`src/rtl/tri_timer_pkg.sv`:
```
package tri_timer_pkg;
  parameter int CNT_W  = 16;  // counter, interval and match width
  parameter int NMATCH = 3;   // comparators per channel
  parameter int CFG_W  = 6;   // clock config / control / status / enable width
  parameter int EVC_W  = 3;   // event control width
  parameter int PSV_W  = 4;   // prescale exponent field width
  localparam int PRE_W = 2 ** PSV_W;  // divider counter width

  // counter control bit positions
  localparam int CTL_DIS  = 0;
  localparam int CTL_INTV = 1;
  localparam int CTL_DOWN = 2;
  localparam int CTL_MEN  = 3;
  localparam int CTL_CLR  = 4;

  // status bit positions
  localparam int ST_INTV_WRAP = 0;
  localparam int ST_MATCH0    = 1;
  localparam int ST_OVF       = 4;

  // register kinds (word index divided by channel count)
  localparam int K_CLK   = 0;
  localparam int K_CTRL  = 1;
  localparam int K_COUNT = 2;
  localparam int K_INTV  = 3;
  localparam int K_MATCH = 4;
  localparam int K_STAT  = K_MATCH + NMATCH;
  localparam int K_EN    = K_STAT + 1;
  localparam int K_EVC   = K_EN + 1;
  localparam int K_EVV   = K_EVC + 1;
  localparam int NKIND   = K_EVV + 1;

  typedef struct packed {
    logic              wrClk;
    logic              wrCtrl;
    logic              wrIntv;
    logic [NMATCH-1:0] wrMatch;
    logic              wrEn;
    logic              wrEvt;
    logic              rdStat;
  } chanStrobeT;

  typedef struct packed {
    logic [CFG_W-1:0]        clkCfg;
    logic [CFG_W-1:0]        ctrl;
    logic [CNT_W-1:0]        count;
    logic [CNT_W-1:0]        intv;
    logic [NMATCH*CNT_W-1:0] match;
    logic [CFG_W-1:0]        status;
    logic [CFG_W-1:0]        enable;
    logic [EVC_W-1:0]        evtCtl;
  } chanViewT;
endpackage

```
`src/rtl/tri_timer_ctrl.sv`:
```
module tri_timer_ctrl
  import tri_timer_pkg::*;
#(
  parameter int ADDR_W = 8,
  parameter int DATA_W = 32,
  parameter int NCH    = 3
) (
  input  logic                   clk,
  input  logic                   rstN,
  input  logic                   busSel,
  input  logic                   busWrite,
  input  logic [ADDR_W-1:0]      busAddr,
  input  chanViewT [NCH-1:0]     views,
  output chanStrobeT [NCH-1:0]   strb,
  output logic [DATA_W-1:0]      busRdata
);
  localparam int WORD_W = ADDR_W - 2;

  logic [WORD_W-1:0] wordIdx;
  logic [WORD_W-1:0] chanIdx;
  logic [WORD_W-1:0] kindIdx;
  logic              mapped;
  logic [NCH-1:0]    rdStatVec;
  chanViewT          selView;

  assign wordIdx = busAddr[ADDR_W-1:2];
  assign chanIdx = wordIdx % WORD_W'(NCH);
  assign kindIdx = wordIdx / WORD_W'(NCH);
  assign mapped  = kindIdx < WORD_W'(NKIND);

  // strobe generation: one channel, one kind per access
  always_comb begin
    strb = '0;
    for (int c = 0; c < NCH; c++) begin
      if (busSel && mapped && chanIdx == WORD_W'(c)) begin
        strb[c].wrClk  = busWrite && kindIdx == WORD_W'(K_CLK);
        strb[c].wrCtrl = busWrite && kindIdx == WORD_W'(K_CTRL);
        strb[c].wrIntv = busWrite && kindIdx == WORD_W'(K_INTV);
        strb[c].wrEn   = busWrite && kindIdx == WORD_W'(K_EN);
        strb[c].wrEvt  = busWrite && kindIdx == WORD_W'(K_EVC);
        strb[c].rdStat = !busWrite && kindIdx == WORD_W'(K_STAT);
        for (int m = 0; m < NMATCH; m++)
          strb[c].wrMatch[m] = busWrite && kindIdx == WORD_W'(K_MATCH + m);
      end
    end
  end

  always_comb begin
    for (int c = 0; c < NCH; c++) rdStatVec[c] = strb[c].rdStat;
  end

  // read mux
  always_comb begin
    selView  = views[0];
    for (int c = 0; c < NCH; c++)
      if (chanIdx == WORD_W'(c)) selView = views[c];
    busRdata = '0;
    if (busSel && !busWrite && mapped) begin
      if (kindIdx == WORD_W'(K_CLK))        busRdata = DATA_W'(selView.clkCfg);
      else if (kindIdx == WORD_W'(K_CTRL))  busRdata = DATA_W'(selView.ctrl);
      else if (kindIdx == WORD_W'(K_COUNT)) busRdata = DATA_W'(selView.count);
      else if (kindIdx == WORD_W'(K_INTV))  busRdata = DATA_W'(selView.intv);
      else if (kindIdx == WORD_W'(K_STAT))  busRdata = DATA_W'(selView.status);
      else if (kindIdx == WORD_W'(K_EN))    busRdata = DATA_W'(selView.enable);
      else if (kindIdx == WORD_W'(K_EVC))   busRdata = DATA_W'(selView.evtCtl);
      else begin
        for (int m = 0; m < NMATCH; m++)
          if (kindIdx == WORD_W'(K_MATCH + m))
            busRdata = DATA_W'(selView.match[m*CNT_W +: CNT_W]);
      end
    end
  end

  // a status read touches at most one channel
  a_r8_single_channel: assert property (@(posedge clk) disable iff (!rstN)
    $onehot0(rdStatVec));

  // words beyond the last register kind read as zero
  a_r9_unmapped_zero: assert property (@(posedge clk) disable iff (!rstN)
    (busSel && !busWrite && kindIdx >= WORD_W'(NKIND)) |-> busRdata == '0);
endmodule

```
`src/rtl/tri_timer_chan.sv`:
```
module tri_timer_chan
  import tri_timer_pkg::*;
(
  input  logic             clk,
  input  logic             rstN,
  input  chanStrobeT       strb,
  input  logic [CNT_W-1:0] wdata,
  output chanViewT         view,
  output logic             irq
);
  localparam logic [CFG_W-1:0] CTRL_RST  = CFG_W'(6'h21);
  localparam logic [CFG_W-1:0] CTRL_MASK = ~(CFG_W'(1) << CTL_CLR);

  logic [CFG_W-1:0] clkCfgQ, ctrlQ, statusQ, enableQ;
  logic [EVC_W-1:0] evtCtlQ;
  logic [CNT_W-1:0] countQ, intvQ;
  logic [CNT_W-1:0] matchQ [NMATCH];
  logic [PRE_W-1:0] preQ;

  logic [PSV_W-1:0] psVal;
  logic [PRE_W-1:0] preMask;
  logic             tick, clrNow, advance, downMode, wrapNow;
  logic [CNT_W-1:0] top, nextCount;
  logic [CFG_W-1:0] setBits;

  // divider
  assign psVal   = clkCfgQ[PSV_W:1];
  assign preMask = ~({PRE_W{1'b1}} << ({1'b0, psVal} + 1'b1));
  assign tick    = ~clkCfgQ[0] | ((preQ & preMask) == preMask);

  // step control
  assign clrNow   = strb.wrCtrl & wdata[CTL_CLR];
  assign advance  = ~ctrlQ[CTL_DIS] & ~clrNow & tick;
  assign downMode = ctrlQ[CTL_DOWN];
  assign top      = ctrlQ[CTL_INTV] ? intvQ : {CNT_W{1'b1}};
  assign wrapNow  = downMode ? (countQ == '0) : (countQ >= top);

  always_comb begin
    if (downMode) nextCount = wrapNow ? top : countQ - 1'b1;
    else          nextCount = wrapNow ? '0  : countQ + 1'b1;
  end

  // flag sources
  always_comb begin
    setBits = '0;
    if (advance && wrapNow) begin
      if (ctrlQ[CTL_INTV]) setBits[ST_INTV_WRAP] = 1'b1;
      else                 setBits[ST_OVF]       = 1'b1;
    end
  end

  logic [NMATCH-1:0] matchHit;
  genvar gm;
  generate
    for (gm = 0; gm < NMATCH; gm++) begin : g_cmp
      assign matchHit[gm] = advance && ctrlQ[CTL_MEN] &&
                            (matchQ[gm] <= top) && (nextCount == matchQ[gm]);
    end
  endgenerate

  logic [CFG_W-1:0] allSet;
  always_comb begin
    allSet = setBits;
    allSet[ST_MATCH0 +: NMATCH] = matchHit;
  end

  always_ff @(posedge clk or negedge rstN) begin
    if (!rstN) begin
      preQ   <= '0;
      countQ <= '0;
    end else begin
      if (clrNow || ctrlQ[CTL_DIS]) preQ <= '0;
      else                          preQ <= preQ + 1'b1;
      if (clrNow)       countQ <= '0;
      else if (advance) countQ <= nextCount;
    end
  end

  always_ff @(posedge clk or negedge rstN) begin
    if (!rstN) statusQ <= '0;
    else       statusQ <= (strb.rdStat ? '0 : statusQ) | allSet;
  end

  always_ff @(posedge clk or negedge rstN) begin
    if (!rstN) begin
      clkCfgQ <= '0;
      ctrlQ   <= CTRL_RST;
      intvQ   <= '0;
      enableQ <= '0;
      evtCtlQ <= '0;
      for (int m = 0; m < NMATCH; m++) matchQ[m] <= '0;
    end else begin
      if (strb.wrClk)  clkCfgQ <= wdata[CFG_W-1:0];
      if (strb.wrCtrl) ctrlQ   <= wdata[CFG_W-1:0] & CTRL_MASK;
      if (strb.wrIntv) intvQ   <= wdata;
      if (strb.wrEn)   enableQ <= wdata[CFG_W-1:0];
      if (strb.wrEvt)  evtCtlQ <= wdata[EVC_W-1:0];
      for (int m = 0; m < NMATCH; m++)
        if (strb.wrMatch[m]) matchQ[m] <= wdata;
    end
  end

  always_comb begin
    view.clkCfg = clkCfgQ;
    view.ctrl   = ctrlQ;
    view.count  = countQ;
    view.intv   = intvQ;
    view.status = statusQ;
    view.enable = enableQ;
    view.evtCtl = evtCtlQ;
    for (int m = 0; m < NMATCH; m++) view.match[m*CNT_W +: CNT_W] = matchQ[m];
  end

  assign irq = |(statusQ & enableQ);

  // a disabled channel keeps its count unless it is cleared
  a_r2_frozen_when_off: assert property (@(posedge clk) disable iff (!rstN)
    (ctrlQ[CTL_DIS] && !clrNow) |=> $stable(countQ));

  // up-count wrap returns to zero
  a_r3_up_wrap_zero: assert property (@(posedge clk) disable iff (!rstN)
    (advance && !downMode && countQ >= top) |=> countQ == '0);

  // down-count wrap loads the limit
  a_r4_down_wrap_top: assert property (@(posedge clk) disable iff (!rstN)
    (advance && downMode && countQ == '0) |=> countQ == $past(top));

  // a read with no new flag leaves the status empty
  a_r6_read_clears: assert property (@(posedge clk) disable iff (!rstN)
    (strb.rdStat && allSet == '0) |=> statusQ == '0);

  // a flag raised during a read-clear survives
  a_r6_keep_new_flag: assert property (@(posedge clk) disable iff (!rstN)
    (strb.rdStat && allSet != '0) |=> statusQ != '0);
endmodule

```
`src/rtl/tri_timer.sv`:
```
module tri_timer
  import tri_timer_pkg::*;
#(
  parameter int ADDR_W = 8,
  parameter int DATA_W = 32,
  parameter int NCH    = 3
) (
  input  logic              clk,
  input  logic              rstN,
  input  logic              busSel,
  input  logic              busWrite,
  input  logic [ADDR_W-1:0] busAddr,
  input  logic [DATA_W-1:0] busWdata,
  output logic [DATA_W-1:0] busRdata,
  output logic [NCH-1:0]    irq
);
  chanStrobeT [NCH-1:0] strb;
  chanViewT   [NCH-1:0] views;

  tri_timer_ctrl #(.ADDR_W(ADDR_W), .DATA_W(DATA_W), .NCH(NCH)) u_ctrl (
    .clk      (clk),
    .rstN     (rstN),
    .busSel   (busSel),
    .busWrite (busWrite),
    .busAddr  (busAddr),
    .views    (views),
    .strb     (strb),
    .busRdata (busRdata)
  );

  genvar gc;
  generate
    for (gc = 0; gc < NCH; gc++) begin : g_chan
      tri_timer_chan u_chan (
        .clk   (clk),
        .rstN  (rstN),
        .strb  (strb[gc]),
        .wdata (busWdata[CNT_W-1:0]),
        .view  (views[gc]),
        .irq   (irq[gc])
      );
    end
  endgenerate
endmodule

```
`config.mk`:
```
export PLATFORM = sky130hd
export DESIGN_NAME = tri_timer
export DESIGN_NICKNAME = d
export VERILOG_FILES = /design/src/rtl/tri_timer_pkg.sv /design/src/rtl/tri_timer_ctrl.sv /design/src/rtl/tri_timer_chan.sv /design/src/rtl/tri_timer.sv
export SDC_FILE = /design/constraint.sdc
export NUM_CORES = 1
export LEC_CHECK = 0
export BUFFER_PORTS_ARGS = -buffer_cell sky130_fd_sc_hd__buf_4
export CAP_MARGIN = 20
export CORE_UTILIZATION = 35
export DETAILED_ROUTE_END_ITERATION = 16
export HOLD_SLACK_MARGIN = 0.02
export PLACE_DENSITY = 0.6
export SYNTH_ARGS = -nofsm -noshare
export SYNTH_HDL_FRONTEND = slang
export SYNTH_SLANG_ARGS = --single-unit
```
`constraint.sdc`:
```
create_clock -name clk -period 8.85 [get_ports clk]
set_clock_uncertainty 0.05 [all_clocks]
set_input_delay 1.77 -clock clk [delete_from_list [all_inputs] [get_ports clk]]
set_output_delay 1.77 -clock clk [all_outputs]
set_load 0.05 [all_outputs]
```
==> flow_summary.json, run 1 <==
{
  "status": "finished clean",
  "setup.worst_path.start": "busAddr[6]",
  "tritoncts": "built",
  "die_area_sq_um": 83400,
  "crit_arrival_ns": 6.81,
  "period_needed_ns": 8.63,
  "netlist.area_leader.share": 0.311,
  "postRouteAntennaNets": 0,
  "via_per_inst": 6.15,
  "slew_violations": 0,
  "portBuffers": 44,
  "leakagePower_nw": 14.8,
  "fmax_mhz": 116,
  "dr.pass1.iters": 6,
  "worst_pin_slew_ns": 1.19,
  "die_x_um": 289,
  "vias": 26500,
  "initial_core_util": 0.355,
  "wl_per_cell_um": 25.6,
  "r2r-start": "g_chan[1].u_chan.ctrlQ[1]",
  "syn2layout_area_growth_pct": 11.1,
  "synthArstFlopShare": 1.00,
  "seqCellArea_sq_um": 9090,
  "yosysWarnings": 0,
  "holdBufCountCts": 0,
  "cts_max_level": 2,
  "pwr-share-seq": 0.339,
  "startpoint_type": "primary input",
  "end_kind": "output port",
  "final_core_util": 0.395,
  "grtUsageMet3": 0.0436,
  "clk_latency_ns": 0.61,
  "period_share": 0.975,
  "p_sw_mw": 2.85,
  "ys_types": 109,
  "ys.flop_type": "dfrtp_1",
  "p_clk_frac": 0.292,
  "drtIter0Drc": 3254,
  "netSwitchingFraction": 0.414,
  "io_pins": 79,
  "gp_congestion": 1.02,
  "slew_headroom": 0.204,
  "post-synth-top-area-cell": "dfrtp_1",
  "routed_wl_mm": 110,
  "antenna-diode-count": 0,
  "dp.cells": 4208,
  "clock-sinks": 363,
  "synth_area_leaders": "dfrtp_1 31%, ha_1 9.3%, mux2_2 8.8%, nand2_1 4.6%, nor2_1 4.1%",
  "multi_input_area_sq_um": 18600,
  "clkTransAtPathRegs_ns": 0.06,
  "row_count": 104,
  "cp_max_fo": 36,
  "synth_cells": 3235,
  "ys_seq_area_frac": 0.316,
  "hold_class": "reg2reg",
  "synth_edf_count": 0,
  "nets": 3463,
  "ys_ff_latch": 363,
  "clockBufferDepth": 3,
  "cts-buffers-inserted": 46,
  "fillCellCount": 8207,
  "comb_power_share": 0.369,
  "hp-start": "g_chan[1].u_chan.evtCtlQ[0]",
  "p_int_mw": 4.03,
  "setup_viol": 0,
  "drive_gt1_frac": 0.159,
  "drv_cap": 0,
  "clock-root-buffer": "clkbuf_16",
  "core_area_sq_um": 80900,
  "p_per_area_nw_per_um2": 216,
  "antenna_found_initial": 1,
  "grt_pass1_vias": 24600,
  "finalHoldViolations": 0,
  "grt_max_degree": 120,
  "busiest_layer": "met2",
  "die_y_um": 289,
  "synthTopCellsByCount": "357 x dfrtp_1, 352 x nand2_1, 317 x nor2_1",
  "stdcell_count": 4302,
  "ir_drop_mv": 0.136,
  "finalSetupTns_ns": 0,
  "rsz0062_at_grt": "false",
  "synth_area_per_cell_sq_um": 8.89,
  "grt_use_met1": 0.362,
  "grt_overflow": 0,
  "grtUsageTotal": 0.258,
  "crit_type": "in2out",
  "drc_errors": 0,
  "grtUsageMet2": 0.392,
  "reg2reg_setup_slack_ns": 2.69,
  "synth.most_common_cell": "dfrtp_1",
  "grt_pass1_wl_mm": 162,
  "netlist_area_sq_um": 28800,
  "crit_required_ns": 7.03,
  "hpwlAfterDp_mm": 83.5
}
-- through the flow --
step | worst slack (ns) | hold slack [ns] | power, mW | cell area [sq um]
5_1_grt | 0.0129 | 0.465 | 7.21 | 32000
2_1_floorplan | 0.0760 | 0.419 | 3.91 | 28800
4_1_cts | 0.129 | 0.452 | 6.79 | 31700
3_5_place_dp | 0.147 | 0.438 | 4.76 | 30100
3_3_place_gp | 0.183 | 0.438 | 4.75 | 30100
6_report | 0.224 | 0.454 | 6.89 | 32000
-- placed cells by master (no fill, tap or decap), drive strengths merged, types with 28 or more instances in the layout --
cell type  count
dfrtp        357
nand2        356
nor2         321
mux2         254
ha           214
o21ai        133
a21oi        129
buf          117
nand3        116
xor2         108
xnor2         96
nand4         71
inv           70
a311oi        63
clkbuf        60
a21o          49
nor3          47
nor4          47
o21a          43
a31oi         42
o22ai         39
o211ai        34
mux2i         32
a211oi        32
nand2b        29
and3          28
-- layer usage --
layer,up-vias,wire (um)
li1,11800,-
met2,1334,47600
met5,-,14
met4,2,4950
met3,252,9510
met1,13000,47900
-- kinds of logic (layout without fill, tap and decap cells) --
| group | count (synthesis) | in the layout | synth area share |
|---|---|---|---|
| compound gates | 739 | 739 | 0.181 |
| xor+xnor | 204 | 204 | 0.0621 |
| fa+ha+maj | 215 | 215 | 0.0934 |
| buf+inv | 284 | 275 | 0.0451 |
| flops | 363 | 363 | 0.316 |
| mux | 286 | 286 | 0.111 |
| other cells | 1 | 16 | 0.000130 |
| simple gates | 1143 | 1144 | 0.191 |
-- registers in the layout, summed over array words and instances (netlist names) --
name	cells
g_chan.u_chan.ctrlQ	15
g_chan.u_chan.statusQ	15
g_chan.u_chan.intvQ	48
g_chan.u_chan.evtCtlQ	9
g_chan.u_chan.countQ	48
g_chan.u_chan.view	144
g_chan.u_chan.preQ	48
g_chan.u_chan.clkCfgQ	18
g_chan.u_chan.enableQ	18
-- worst max-delay path, cell delays in order --
cell,delay (ns)
buf_4,0.15
or3b_2,0.46
o211ai_1,0.17
nand2_1,0.15
inv_1,0.10
ha_2,0.22
inv_1,0.11
o2111ai_1,0.18
a32oi_1,0.12
a21o_1,0.23
ha_2,0.23
a21oi_1,0.13
o211ai_1,0.22
nor4b_2,0.38
a31oi_4,0.10
or3_4,0.53
buf_4,0.20
clkbuf_16,0.23
a31o_2,0.24
a211oi_1,0.37
a2bb2oi_2,0.25
buf_4,0.24
-- area by class of cell --
class,instances,share of cell area
tap,1060,0.0415
clock buffer,58,0.0393
multi-input combinational,2604,0.582
sequential,363,0.285
inverter,70,0.00822
timing repair buffer,120,0.0327
clock inverter,27,0.0113
-- final timing paths --
check,depth (start not counted),to
max,22,busRdata[4]
min reg2reg,1,g_chan[1].u_chan.evtCtlQ[0]
min,1,g_chan[1].u_chan.evtCtlQ[0]
max in group asynchronous,2,g_chan[2].u_chan.preQ[12]
max reg2reg,14,g_chan[1].u_chan.statusQ[2]
min in group asynchronous,1,g_chan[1].u_chan.intvQ[10]
-- power by group through the flow --
| stage | clock, mW | combinational [mW] | sequential, mW |
|---|---|---|---|
| floorplan | 0 | 1.86 | 2.05 |
| global placement | 0 | 2.40 | 2.35 |
| detailed placement | 0 | 2.41 | 2.35 |
| CTS | 2.05 | 2.42 | 2.32 |
| global route | 2.11 | 2.73 | 2.36 |
| finish | 2.01 | 2.54 | 2.34 |
-- repair_timing --
item | 4_1_cts | 5_1_grt
gates resized for setup | 0 | 24
setup endpoints to repair | 0 | 16
buffers inserted | 0 | 5
(Power assumes the default switching activity.)
==> run 2, diff against run 1 <==
==> constraint.sdc (replaced) <==
create_clock -name clk -period 9.4 [get_ports clk]
set_clock_uncertainty 0.05 [all_clocks]
set_input_delay 1.88 -clock clk [delete_from_list [all_inputs] [get_ports clk]]
set_output_delay 1.88 -clock clk [all_outputs]
set_load 0.05 [all_outputs]
==> run 2 against run 1 <==
  * Non-clock buffer count fell by 11
  * Register-to-register slack improved by 0.23 ns
  * Die area did not move
  * Count of clock-buffer cells in the layout rose by 5
  * Sequential share of layout area rose by 0.32 points
  * Via count fell by 1.2%
  * Combinational power fell by 7%
  * Worst setup slack improved by 0.0033 ns
  * Critical path type unchanged
==> flow_summary.json, run 2 (same netlist as run 1, synthesis figures left out) <==
{
  "status": "finished clean",
  "hpwlAfterDp_mm": 82.6,
  "clockBufferDepth": 3,
  "dp.cells": 4205,
  "p_clk_frac": 0.286,
  "end_kind": "output port",
  "die_x_um": 289,
  "period_share": 0.976,
  "stdcell_count": 4287,
  "core_area_sq_um": 80900,
  "crit_arrival_ns": 7.24,
  "comb_power_share": 0.369,
  "grtUsageTotal": 0.258,
  "portBuffers": 44,
  "fmax_mhz": 109,
  "p_per_area_nw_per_um2": 201,
  "tritoncts": "built",
  "crit_type": "in2out",
  "reg2reg_setup_slack_ns": 2.92,
  "grt_pass1_wl_mm": 162,
  "worst_pin_slew_ns": 1.22,
  "postRouteAntennaNets": 0,
  "slew_headroom": 0.164,
  "finalSetupTns_ns": 0,
  "hold_ws_ns": 0.455,
  "grt_max_degree": 154,
  "clk_latency_ns": 0.59,
  "cts_max_level": 2,
  "ir_drop_mv": 0.109,
  "drtIter0Drc": 3377,
  "dr.pass1.iters": 8,
  "initial_core_util": 0.355,
  "setup_viol": 0,
  "cp_max_fo": 23,
  "clkTransAtPathRegs_ns": 0.06,
  "cts-buffers-inserted": 45,
  "rsz0062_at_grt": "false",
  "final_core_util": 0.390,
  "via_per_inst": 6.10,
  "drive_gt1_frac": 0.149,
  "total_power_mw": 6.35,
  "clock-sinks": 363,
  "fin_ws_ns": 0.227,
  "final_cell_mix": "357 x dfrtp_1, 352 x nand2_1, 317 x nor2_1, 224 x mux2_2, 214 x ha_1",
  "finalHoldViolations": 0,
  "io_pins": 79,
  "leakagePower_nw": 14.7,
  "startpoint_type": "primary input",
  "vias": 26100,
  "dp_slack_ns": 0.345,
  "netSwitchingFraction": 0.415,
  "layout_commonest_cell": "dfrtp_1",
  "setup.worst_path.start": "busAddr[4]",
  "grt_pass1_vias": 24600,
  "nets": 3450,
  "largest_reg_flops": 144,
  "drv_cap": 0,
  "hold_class": "reg2reg",
  "die_y_um": 289,
  "postPlaceCellArea_sq_um": 30000,
  "pwr-share-seq": 0.345,
  "antenna_found_initial": 1,
  "p_int_mw": 3.72,
  "antenna-diode-count": 0,
  "wl_per_cell_um": 25.4,
  "period_needed_ns": 9.17,
  "r2r-start": "g_chan[1].u_chan.ctrlQ[1]",
  "routed_wl_mm": 109,
  "syn2layout_area_growth_pct": 9.82,
  "crit_required_ns": 7.47,
  "fin_area_sq_um": 31600,
  "grt_overflow": 0,
  "slew_violations": 0,
  "hp-start": "g_chan[0].u_chan.evtCtlQ[1]",
  "fillCellCount": 8260,
  "p_sw_mw": 2.64,
  "row_count": 104,
  "holdBufCountCts": 0,
  "clock-root-buffer": "clkbuf_16",
  "drc_errors": 0,
  "die_area_sq_um": 83400,
  "gp_congestion": 1.03
}
## run 2: what timing repair did
item	in CTS	in global routing
endpoints found under the setup margin	0	5
gates resized for setup	0	3
buffers inserted	0	0
## run 2: power by group through the flow
stage	Combinational (mW)	Sequential (mW)	Clock, mW
2_1_floorplan	1.75	1.93	0
3_3_place_gp	2.25	2.20	0
3_5_place_dp	2.26	2.21	0
4_1_cts	2.27	2.18	1.85
5_1_grt	2.52	2.22	1.91
6_report	2.35	2.19	1.82
## run 2: final cells by class
cell class,instances,area [sq um],share of cell area
Clock buffer,63,1310,0.0416
Clock inverter,19,215,0.00681
Inverter,70,263,0.00832
Multi-Input combinational cell,2603,18500,0.585
Sequential cell,363,9090,0.288
Tap cell,1060,1330,0.0420
Timing Repair Buffer,109,901,0.0285
## run 2: worst paths after layout
path,end,cells after the start
hold reg to reg,g_chan[0].u_chan.evtCtlQ[1],1
max in group asynchronous,g_chan[0].u_chan.preQ[11],2
hold / removal,g_chan[0].u_chan.evtCtlQ[1],1
min in group asynchronous,g_chan[1].u_chan.view[24],1
setup / recovery,busRdata[2],22
setup reg to reg,g_chan[1].u_chan.statusQ[2],14
## run 2: critical path, cell delays in order
cell	delay, ns
buf_4	0.23
or3b_2	0.47
o211ai_1	0.16
nand2_1	0.15
inv_1	0.10
ha_1	0.29
inv_1	0.16
o2111ai_1	0.17
a32oi_1	0.12
a21o_1	0.23
ha_1	0.20
buf_4	0.18
o311a_1	0.38
a211o_1	0.33
buf_4	0.22
nor3_2	0.39
buf_4	0.36
nor2_1	0.10
a21boi_0	0.34
o22ai_1	0.14
o211ai_1	0.36
buf_4	0.27
## run 2: metal layers
layer / up-vias / wire length (um) / GRT usage
met5: - / 13 / 0
met1: 12800 / 47500 / 0.363
met3: 244 / 9270 / 0.0410
li1: 11800 / - / -
met2: 1291 / 47400 / 0.394
met4: 2 / 4670 / 0.102
